$ cat src/rtl/edid_ldr_pkg.sv
package edid_ldr_pkg;

  typedef enum logic [1:0] {K_READ, K_WREN, K_PP, K_RDSR} xfer_kind_e;
  typedef enum logic [1:0] {OWN_LOADER, OWN_HOST, OWN_SLAVE} pin_owner_e;

  localparam logic [7:0] OPC_READ = 8'h03;
  localparam logic [7:0] OPC_WREN = 8'h06;
  localparam logic [7:0] OPC_PP   = 8'h02;
  localparam logic [7:0] OPC_RDSR = 8'h05;

  // bytes on the wire for one chip-select-low transfer
  function automatic int unsigned xfer_len(xfer_kind_e k, int unsigned img, int unsigned pg);
    case (k)
      K_READ:  return 4 + img;
      K_WREN:  return 1;
      K_PP:    return 4 + pg;
      default: return 2;
    endcase
  endfunction

  function automatic logic [7:0] opcode_of(xfer_kind_e k);
    case (k)
      K_READ:  return OPC_READ;
      K_WREN:  return OPC_WREN;
      K_PP:    return OPC_PP;
      default: return OPC_RDSR;
    endcase
  endfunction

  // byte sent at position idx of a transfer
  function automatic logic [7:0] tx_byte(xfer_kind_e k, int unsigned idx,
                                         logic [23:0] addr, logic [7:0] rdata);
    if (idx == 0) return opcode_of(k);
    if (k == K_WREN || k == K_RDSR) return 8'h00;
    case (idx)
      1:       return addr[23:16];
      2:       return addr[15:8];
      3:       return addr[7:0];
      default: return (k == K_PP) ? rdata : 8'h00;
    endcase
  endfunction

endpackage

$ cat src/rtl/edid_spi_shifter.sv
module edid_spi_shifter #(
  parameter int unsigned CLK_DIV = 4
) (
  input  logic       clk,
  input  logic       rst_n,
  input  logic       start,
  input  logic [7:0] tx,
  input  logic       miso,
  output logic       sclk,
  output logic       mosi,
  output logic       done,
  output logic [7:0] rx
);
  localparam int unsigned DW = (CLK_DIV > 1) ? $clog2(CLK_DIV) : 1;

  logic [DW-1:0] div_q;
  logic [2:0]    bit_q;
  logic [7:0]    tx_q, rx_q;
  logic          sclk_q, act_q, done_q;
  logic          half_end;

  assign half_end = (div_q == DW'(CLK_DIV - 1));

  always_ff @(posedge clk or negedge rst_n) begin
    if (!rst_n) begin
      div_q <= '0; bit_q <= '0; tx_q <= '0; rx_q <= '0;
      sclk_q <= 1'b0; act_q <= 1'b0; done_q <= 1'b0;
    end else begin
      done_q <= 1'b0;
      if (!act_q) begin
        if (start) begin
          act_q <= 1'b1; tx_q <= tx; bit_q <= '0; div_q <= '0; sclk_q <= 1'b0;
        end
      end else if (half_end) begin
        div_q <= '0;
        if (!sclk_q) begin
          sclk_q <= 1'b1;
          rx_q   <= {rx_q[6:0], miso};
        end else begin
          sclk_q <= 1'b0;
          if (bit_q == 3'd7) begin
            act_q  <= 1'b0;
            done_q <= 1'b1;
          end else begin
            bit_q <= bit_q + 3'd1;
            tx_q  <= {tx_q[6:0], 1'b0};
          end
        end
      end else begin
        div_q <= div_q + 1'b1;
      end
    end
  end

  assign sclk = sclk_q;
  assign mosi = tx_q[7];
  assign done = done_q;
  assign rx   = rx_q;
endmodule

$ cat src/rtl/edid_load_seq.sv
module edid_load_seq
  import edid_ldr_pkg::*;
#(
  parameter int unsigned EDID_BYTES = 256,
  parameter int unsigned PAGE_BYTES = 16,
  localparam int unsigned AW = $clog2(EDID_BYTES)
) (
  input  logic          clk,
  input  logic          rst_n,
  input  logic          pwrdn_n,
  input  logic          reread_req,
  input  logic          store_req,
  input  logic          eng_done,
  input  logic [7:0]    eng_rx,
  input  logic [7:0]    ram_rdata,
  output logic          eng_start,
  output logic [7:0]    eng_tx,
  output logic          cs_n,
  output logic          busy,
  output logic          pend_any,
  output logic          ram_we,
  output logic [AW-1:0] ram_addr,
  output logic [7:0]    ram_wdata
);
  localparam int unsigned PAGES = EDID_BYTES / PAGE_BYTES;
  localparam int unsigned PW    = (PAGES > 1) ? $clog2(PAGES) : 1;
  localparam int unsigned CW    = $clog2(EDID_BYTES + 5);

  typedef enum logic [1:0] {S_WAIT, S_XFER, S_GAP, S_IDLE} seq_state_e;

  seq_state_e  state_q;
  xfer_kind_e  kind_q, gap_kind;
  logic [CW-1:0] cnt_q;
  logic [PW-1:0] page_q;
  logic        kick_q, stat_q, pend_rr_q, pend_st_q;
  logic        gap_fin, gap_page_inc, last_byte;
  logic [23:0] pbase;

  assign pbase     = 24'(32'(page_q) * PAGE_BYTES);
  assign last_byte = (32'(cnt_q) == xfer_len(kind_q, EDID_BYTES, PAGE_BYTES) - 1);
  assign eng_start = (state_q == S_XFER) && kick_q;
  assign eng_tx    = tx_byte(kind_q, 32'(cnt_q), (kind_q == K_PP) ? pbase : 24'd0, ram_rdata);
  assign ram_addr  = AW'(((kind_q == K_PP) ? 32'(pbase) : 32'd0) + 32'(cnt_q) - 32'd4);
  assign ram_we    = (state_q == S_XFER) && eng_done && (kind_q == K_READ) && (cnt_q >= CW'(4));
  assign ram_wdata = eng_rx;
  assign cs_n      = (state_q != S_XFER);
  assign busy      = (state_q != S_IDLE);
  assign pend_any  = pend_rr_q | pend_st_q;

  // what follows the transfer that just ended
  always_comb begin
    gap_kind = K_READ; gap_fin = 1'b0; gap_page_inc = 1'b0;
    case (kind_q)
      K_READ: gap_fin = 1'b1;
      K_WREN: gap_kind = K_PP;
      K_PP:   gap_kind = K_RDSR;
      default: begin
        if (stat_q)                          gap_kind = K_RDSR;
        else if (page_q == PW'(PAGES - 1))   gap_fin  = 1'b1;
        else begin gap_kind = K_WREN; gap_page_inc = 1'b1; end
      end
    endcase
  end

  always_ff @(posedge clk or negedge rst_n) begin
    if (!rst_n) begin
      state_q <= S_WAIT; kind_q <= K_READ; cnt_q <= '0; page_q <= '0;
      kick_q <= 1'b0; stat_q <= 1'b0; pend_rr_q <= 1'b0; pend_st_q <= 1'b0;
    end else begin
      pend_rr_q <= pend_rr_q | reread_req;
      pend_st_q <= pend_st_q | store_req;
      case (state_q)
        S_WAIT: if (pwrdn_n) begin
          state_q <= S_XFER; kind_q <= K_READ; cnt_q <= '0; kick_q <= 1'b1;
        end
        S_XFER: begin
          kick_q <= 1'b0;
          if (eng_done) begin
            if (kind_q == K_RDSR) stat_q <= eng_rx[0];
            if (last_byte) state_q <= S_GAP;
            else begin cnt_q <= cnt_q + 1'b1; kick_q <= 1'b1; end
          end
        end
        default: begin
          if (state_q == S_GAP && !gap_fin) begin
            kind_q <= gap_kind; state_q <= S_XFER; cnt_q <= '0; kick_q <= 1'b1;
            if (gap_page_inc) page_q <= page_q + 1'b1;
          end else if (pend_rr_q) begin
            pend_rr_q <= reread_req;
            kind_q <= K_READ; state_q <= S_XFER; cnt_q <= '0; kick_q <= 1'b1;
          end else if (pend_st_q) begin
            pend_st_q <= store_req;
            kind_q <= K_WREN; page_q <= '0; state_q <= S_XFER; cnt_q <= '0; kick_q <= 1'b1;
          end else begin
            state_q <= S_IDLE;
          end
        end
      endcase
    end
  end
endmodule

$ cat src/rtl/edid_pin_owner.sv
module edid_pin_owner
  import edid_ldr_pkg::*;
(
  input  logic loader_busy,
  input  logic master_sel,
  input  logic ldr_sclk,
  input  logic ldr_cs_n,
  input  logic ldr_mosi,
  input  logic host_sclk,
  input  logic host_cs_n,
  input  logic host_mosi,
  input  logic pad_sclk_i,
  input  logic pad_cs_n_i,
  input  logic pad_mosi_i,
  output logic sclk_o,
  output logic sclk_oe,
  output logic cs_n_o,
  output logic cs_n_oe,
  output logic mosi_o,
  output logic mosi_oe,
  output logic slv_sclk,
  output logic slv_cs_n,
  output logic slv_mosi
);
  pin_owner_e owner;

  assign owner = loader_busy ? OWN_LOADER : (master_sel ? OWN_HOST : OWN_SLAVE);

  always_comb begin
    sclk_o = 1'b0; cs_n_o = 1'b1; mosi_o = 1'b0;
    sclk_oe = 1'b0; cs_n_oe = 1'b0; mosi_oe = 1'b0;
    slv_sclk = 1'b0; slv_cs_n = 1'b1; slv_mosi = 1'b0;
    case (owner)
      OWN_LOADER: begin
        sclk_o = ldr_sclk; cs_n_o = ldr_cs_n; mosi_o = ldr_mosi;
        sclk_oe = 1'b1; cs_n_oe = 1'b1; mosi_oe = 1'b1;
      end
      OWN_HOST: begin
        sclk_o = host_sclk; cs_n_o = host_cs_n; mosi_o = host_mosi;
        sclk_oe = 1'b1; cs_n_oe = 1'b1; mosi_oe = 1'b1;
      end
      default: begin
        slv_sclk = pad_sclk_i; slv_cs_n = pad_cs_n_i; slv_mosi = pad_mosi_i;
      end
    endcase
  end
endmodule

$ cat src/rtl/edid_boot_loader.sv
module edid_boot_loader #(
  parameter int unsigned CLK_DIV    = 4,
  parameter int unsigned EDID_BYTES = 256,
  parameter int unsigned PAGE_BYTES = 16,
  localparam int unsigned AW = $clog2(EDID_BYTES)
) (
  input  logic          clk,
  input  logic          rst_n,
  input  logic          pwrdn_n,
  input  logic          reread_req,
  input  logic          store_req,
  input  logic          master_mode,
  input  logic          host_sclk,
  input  logic          host_cs_n,
  input  logic          host_mosi,
  input  logic          pad_sclk_i,
  input  logic          pad_cs_n_i,
  input  logic          pad_mosi_i,
  input  logic          miso_i,
  output logic          sclk_o,
  output logic          sclk_oe,
  output logic          cs_n_o,
  output logic          cs_n_oe,
  output logic          mosi_o,
  output logic          mosi_oe,
  output logic          slv_sclk,
  output logic          slv_cs_n,
  output logic          slv_mosi,
  output logic          ram_we,
  output logic [AW-1:0] ram_addr,
  output logic [7:0]    ram_wdata,
  input  logic [7:0]    ram_rdata,
  output logic          busy
);
  logic       eng_start, eng_done, eng_sclk, eng_mosi, seq_cs_n, pend_any;
  logic [7:0] eng_tx, eng_rx;

  edid_spi_shifter #(.CLK_DIV(CLK_DIV)) i_shift (
    .clk(clk), .rst_n(rst_n), .start(eng_start), .tx(eng_tx), .miso(miso_i),
    .sclk(eng_sclk), .mosi(eng_mosi), .done(eng_done), .rx(eng_rx)
  );

  edid_load_seq #(.EDID_BYTES(EDID_BYTES), .PAGE_BYTES(PAGE_BYTES)) i_seq (
    .clk(clk), .rst_n(rst_n), .pwrdn_n(pwrdn_n), .reread_req(reread_req),
    .store_req(store_req), .eng_done(eng_done), .eng_rx(eng_rx), .ram_rdata(ram_rdata),
    .eng_start(eng_start), .eng_tx(eng_tx), .cs_n(seq_cs_n), .busy(busy),
    .pend_any(pend_any), .ram_we(ram_we), .ram_addr(ram_addr), .ram_wdata(ram_wdata)
  );

  edid_pin_owner i_own (
    .loader_busy(busy), .master_sel(master_mode),
    .ldr_sclk(eng_sclk), .ldr_cs_n(seq_cs_n), .ldr_mosi(eng_mosi),
    .host_sclk(host_sclk), .host_cs_n(host_cs_n), .host_mosi(host_mosi),
    .pad_sclk_i(pad_sclk_i), .pad_cs_n_i(pad_cs_n_i), .pad_mosi_i(pad_mosi_i),
    .sclk_o(sclk_o), .sclk_oe(sclk_oe), .cs_n_o(cs_n_o), .cs_n_oe(cs_n_oe),
    .mosi_o(mosi_o), .mosi_oe(mosi_oe),
    .slv_sclk(slv_sclk), .slv_cs_n(slv_cs_n), .slv_mosi(slv_mosi)
  );
endmodule

$ cat config.mk
export PLATFORM = sky130hd
export DESIGN_NAME = edid_boot_loader
export DESIGN_NICKNAME = d
export VERILOG_FILES = /design/src/rtl/edid_ldr_pkg.sv /design/src/rtl/edid_spi_shifter.sv /design/src/rtl/edid_load_seq.sv /design/src/rtl/edid_pin_owner.sv /design/src/rtl/edid_boot_loader.sv
export SDC_FILE = /design/constraint.sdc
export NUM_CORES = 1
export LEC_CHECK = 0
export BUFFER_PORTS_ARGS = -buffer_cell sky130_fd_sc_hd__buf_2
export CAP_MARGIN = 10
export CELL_PAD_IN_SITES_DETAIL_PLACEMENT = 0
export CELL_PAD_IN_SITES_GLOBAL_PLACEMENT = 2
export CORE_MARGIN = 3
export CORE_UTILIZATION = 36
export DETAILED_ROUTE_END_ITERATION = 6
export GPL_ROUTABILITY_DRIVEN = 0
export PLACE_DENSITY_LB_ADDON = 0.1
export SETUP_SLACK_MARGIN = 0.02
export SYNTH_ARGS = -nofsm -noshare
export SYNTH_HDL_FRONTEND = slang
export SYNTH_HIERARCHICAL = 1
export SYNTH_SLANG_ARGS = --single-unit
$ cat constraint.sdc
create_clock -name clk -period 3.8 [get_ports clk]
set_input_delay 0.19 -clock clk [delete_from_list [all_inputs] [get_ports clk]]
set_output_delay 0.19 -clock clk [all_outputs]
set_load 0.02 [all_outputs]
==> impl_metrics.toml, run 1 <==
[floorplanning]
die_x_um = 97.7
die_h_um = 97.7
die_area_sq_um = 9540
pin_count = 48
start_util_pct = 38.2
row_count = 32
fp.coreArea_sq_um = 7930

[outcome]
status = "complete, no violations"

[global_routing]
gr-total-overflow = 0
antenna_found_initial = 0
grt_pass1_wl_um = 11900
grt_max_degree = 46
track_usage_pct = 15.5
grt_pass1_vias = 2318

[finish]
instances_no_fill = 437
syn2layout_area_growth_pct = 10.8
nNetsFinal = 381
layout-drive-gt1-share_pct = 29.9
diodes = 0
utilization_pct = 42.3
num-fill-cells = 826

[job]
drv_cap = 0

[power]
total_power_w = 0.00140
power.density_nw_per_um2 = 419
sequentialPowerShare_pct = 46.8
intPower_w = 0.000970
swShare_pct = 30.9
power.share.clock_pct = 25.6
p_sw_w = 0.000434
p_leak_nw = 1.61
vdd_ir_drop_max_uv = 184
combPwrFrac_pct = 27.6

[setup_path]
critical_path.top_delay_family = "compound AO/OA/AOI/OAI gates"
crit_required_ns = 3.97
crit_arrival_ns = 3.26
slowest_stage = "ha_1"
critPathKind = "flip-flop to flip-flop"
reg2reg_depth = 11
crit_chain = "inv_1 -> ha_1 -> nor2_1 -> or2_2 -> ha_1 -> xor2_1 -> nand4_1 -> o41a_1 -> o21ai_4 -> or3_1 -> a21oi_2"
start_kind = "flip-flop"
crit_path_end_kind = "flip-flop"
reg2reg_from = "i_seq/kind_q[0]"
cp_max_fo = 17
r2r_setup_slack_ns = 0.71
cp_num_buf_inv = 1
crit_path_frequent_cell = "ha_1"
max_stage_delay_ns = 0.44
r2r-end = "i_seq/cnt_q[5]"

[clock_network]
cts_tree = "yes"
clockBufferDepth = 2
cts_buffers = 5
cts_setup_buffers = 0
clk_pin_slew_ns = 0.09
htree_levels = 2
insertion_delay_ns = 0.30
cts_resized = 0
hold_buffers = 0
clock_sinks = 45
root_buffer = "clkbuf_8"

[worst_hold_path]
hold_class = "input port to async pin"

[sta]
fin_crit_sh_pct = 81.3
final_max_slew_viol_count = 0
setup_viol = 0
clock.fmax_mhz = 324
worst_slew_pin_slew_ns = 1.06
final_hold_viol_count = 0
min_period_ns = 3.09
hold_slack_ns = 0.0481
finalSetupTns_ns = 0
skew_ns = 0.00689
relSlewSlack_pct = 29.4
rsz0062_at_grt = "false"

[placement]
post-place-cells = 430
place_hpwl_um = 5160
io_buffers = 47

[drt]
drcViolationCount = 0
routed_wl_um = 6900
ant_nets = 0
dr.pass1.iters = 4
avgViaCountPerCell = 5.10
wl_per_cell_um = 15.8
drtIter0Drc = 59
vias = 2230

[synthesis]
yosysWarnings = 6
syn-cell-area_sq_um = 3030
syn_inst = 300
synth.avg_cell_area_sq_um = 10.1
syn-num-nets = 346
[through the flow]
step / instance area [sq um] / setup WS (ns)
6_report: 3350 / 0.712
5_1_grt: 3350 / 0.463
4_1_cts: 3350 / 0.700
3_5_place_dp: 3250 / 0.717
3_3_place_gp: 3250 / 0.859
2_1_floorplan: 3030 / 1.18
[routing by layer]
layer  wire (um)  GRT usage, %  vias to the layer above
met4          49          3.51                        0
met3         237          3.37                        4
met2        3100          24.9                       43
met5           0             0                        -
li1            -             -                     1110
met1        3510          21.4                     1073
[worst max-delay path by stage]
stage	startpoint	slack, ns	to	depth (start not counted)
5_1_grt	i_seq/kind_q[0]	0.46	i_seq/cnt_q[5]	11
6_report	i_seq/kind_q[0]	0.71	i_seq/cnt_q[5]	11
2_1_floorplan	i_seq/kind_q[0]	1.18	i_seq/cnt_q[4]	13
3_5_place_dp	i_seq/kind_q[0]	0.72	i_seq/cnt_q[5]	11
3_3_place_gp	i_seq/kind_q[0]	0.86	i_seq/cnt_q[4]	11
4_1_cts	i_seq/kind_q[0]	0.70	ram_addr[7]	10
[flip-flops by register name, summed over array words and instances (netlist names)]
name	cells
i_seq/stat_q	1
i_seq/cnt_q	9
i_shift/done	1
i_shift/tx_q	8
i_seq/page_q	4
i_shift/act_q	1
i_seq/pend_rr_q	1
i_shift/sclk	1
i_seq/kick_q	1
i_shift/bit_q	3
i_shift/rx	8
i_seq/kind_q	2
i_seq/state_q	2
i_seq/pend_st_q	1
i_shift/div_q	2
[worst register-to-register path, cell delays in order, from the launching register on]
cell	delay, ns
dfrtp_1	0.41
inv_1	0.16
ha_1	0.44
nor2_1	0.11
or2_2	0.29
ha_1	0.28
xor2_1	0.15
nand4_1	0.14
o41a_1	0.37
o21ai_4	0.36
or3_1	0.19
a21oi_2	0.06
[final cells by class]
type	instances	area, sq um	area share, %
Clock inverter	2	35.0	1.04
Sequential cell	45	1130	33.6
Inverter	24	90.1	2.69
Tap cell	102	128	3.81
Timing Repair Buffer	47	235	7.01
Clock buffer	5	68.8	2.05
Multi-Input combinational cell	212	1670	49.8
[power by group through the flow]
stage | Sequential (W) | Clock, W | Combinational (W)
final | 0.000657 | 0.000359 | 0.000388
after global routing | 0.000677 | 0.000396 | 0.000436
after CTS | 0.000659 | 0.000373 | 0.000394
after detailed placement | 0.000668 | 0 | 0.000391
after global placement | 0.000663 | 0 | 0.000384
after floorplan | 0.000640 | 0 | 0.000352
[placed cells by master, fill, tap and decap left out, types with 2 or more instances in the layout]
cell,count
buf_2,47
nor3_1,4
a22o_1,8
and3_2,2
o21ai_1,8
xor2_1,6
o21ai_0,6
a21o_2,3
nand3_1,8
nor2b_1,5
mux2_2,24
or3_1,8
a21oi_2,7
nand2b_1,5
ha_1,24
nor3b_1,2
and2_1,5
nor2_1,13
nand4_1,4
nand2_1,20
o2bb2ai_1,2
a21oi_1,6
xnor2_1,6
clkbuf_8,5
inv_1,24
a21o_1,6
dfrtp_1,45
o31ai_1,4
No activity file was read; power rests on OpenSTA's default activity.
==> run 2: changes to the inputs <==
ABC_AREA = 1   (was default)
CORE_UTILIZATION = 33   (was 36)
clock period = 3.2 ns   (was 3.8 ns; I/O delays follow)
==> impl_metrics.toml, run 2 <==
[outcome]
status = "complete, no violations"

[sta]
relSlewSlack_pct = 47.2
setup_viol = 0
final_hold_viol_count = 0
setup_slack_ns = 0.448
rsz0062_at_grt = "false"
finalSetupTns_ns = 0
skew_ns = 0.00889
min_period_ns = 2.75
hold_slack_ns = 0.0445
clock.fmax_mhz = 363
fin_crit_sh_pct = 86.0
worst_slew_pin_slew_ns = 0.792
final_max_slew_viol_count = 0

[finish]
largest_register_ffs = 9
diodes = 0
syn2layout_area_growth_pct = 12.0
design_area_sq_um = 3750
final_common_cell = "nand2_1"
nNetsFinal = 549
top_register = "i_seq/cnt_q"
layout-drive-gt1-share_pct = 16.3
final_cell_mix = "146 x nand2_1, 58 x nand3_1, 54 x inv_1"

[synthesis]
syn-num-nets = 513
synth.avg_cell_area_sq_um = 7.16
syn_inst = 467
yosysWarnings = 6
syn-cell-area_sq_um = 3340

[clock_network]
cts_resized = 0
cts_tree = "yes"
clk_pin_slew_ns = 0.09
insertion_delay_ns = 0.31
clock_sinks = 45
clockBufferDepth = 2
cts_setup_buffers = 0
root_buffer = "clkbuf_8"
cts_buffers = 5
htree_levels = 2

[setup_path]
start_kind = "flip-flop"
critPathKind = "flip-flop to output pin"
cp_max_fo = 7
crit_path_end_kind = "output pin"
crit_required_ns = 3.04
crit_arrival_ns = 2.59

[floorplanning]
row_count = 36
die_area_sq_um = 11400
die_x_um = 107
fp.coreArea_sq_um = 9820
start_util_pct = 34.1
pin_count = 48
die_h_um = 107

[global_routing]
gr-total-overflow = 0
grt_pass1_vias = 3022
antenna_found_initial = 0
grt_max_degree = 32
grt_pass1_wl_um = 15100
track_usage_pct = 16.4

[drt]
vias = 2975
drtIter0Drc = 137
wl_per_cell_um = 13.7
dr.pass1.iters = 4
avgViaCountPerCell = 4.67
ant_nets = 0
routed_wl_um = 8710
drcViolationCount = 0

[placement]
dp_slack_ns = 0.769
io_buffers = 47
post_dp_cell_area_sq_um = 3620
place_hpwl_um = 6560

[job]
drv_cap = 0

[worst_hold_path]
hold_class = "input port to flip-flop"

[power]
power.density_nw_per_um2 = 578
vdd_ir_drop_max_uv = 290
total_power_w = 0.00217
p_leak_nw = 2.03
==> run 2: changes by cell type in the layout (fill, tap and decap cells not counted), sizes merged, moves of 5 or more <==
cell,previous run,this run
nand2,20,155
nand3,9,61
inv,24,58
nor2,14,47
mux2,24,0
a21o,9,1
or3,8,0
a22o,8,1
a21oi,13,8
and2,5,0
nand2b,5,0
nand4,4,9
nor2b,5,0
o21ai,15,10
==> run 2: per-layer routing <==
metal	up-vias	global-route usage (%)	routed length, um
met3	12	2.29	309
met4	0	4.38	131
met5	-	0	0
li1	1537	-	-
met1	1370	24.0	4400
met2	56	25.5	3870
==> run 2: cell type report <==
class                      instances  area, sq um
timing repair buffer              50          260
inverter                          58          220
sequential                        45         1130
fill                            1130         6070
clock inverter                     3         46.3
clock buffer                       5         68.8
multi-input combinational        343         1860
tap                              133          166
==> run 2: path summary, 6_finish.rpt <==
| check | cells after the start | end | slack, ns | start |
|---|---|---|---|---|
| max | 11 | ram_addr[7] | 0.45 | i_seq/kind_q[0] |
| min | 2 | i_seq/pend_rr_q | 0.04 | reread_req |
| max reg2reg | 15 | i_seq/cnt_q[7] | 0.78 | i_seq/kind_q[0] |
| min reg2reg | 2 | i_shift/rx[7] | 0.48 | i_shift/rx[7] |
| max in group asynchronous | 3 | i_seq/cnt_q[1] | 2.02 | rst_n |
| min in group asynchronous | 2 | i_seq/page_q[1] | 0.47 | rst_n |
==> run 2: what timing repair did <==
action                     CTS  global route
hold endpoints to repair    30             0
hold buffers                 1             0
setup endpoints to repair    0             0
==> run 2: worst max-delay path, cell delays in order (launching register included) <==
cell	delay, ns
dfrtp_1	0.42
inv_1	0.15
ha_1	0.29
nand2_1	0.09
ha_1	0.27
inv_1	0.06
fa_1	0.42
nand2_1	0.08
nand2_1	0.05
a21oi_1	0.15
xor2_1	0.14
buf_2	0.17
==> run 2: power by group <==
part	switching, W	internal, W
Clock	0.000216	0.000234
Combinational	0.000574	0.000298
Sequential	0.000130	0.000713
==> run 2: metrics by stage <==
step	std cells	util [%]
final	637	38.2
after global routing	637	38.2
after CTS	637	38.2
after detailed placement	628	36.9
after global placement	628	36.9
after floorplan	467	-
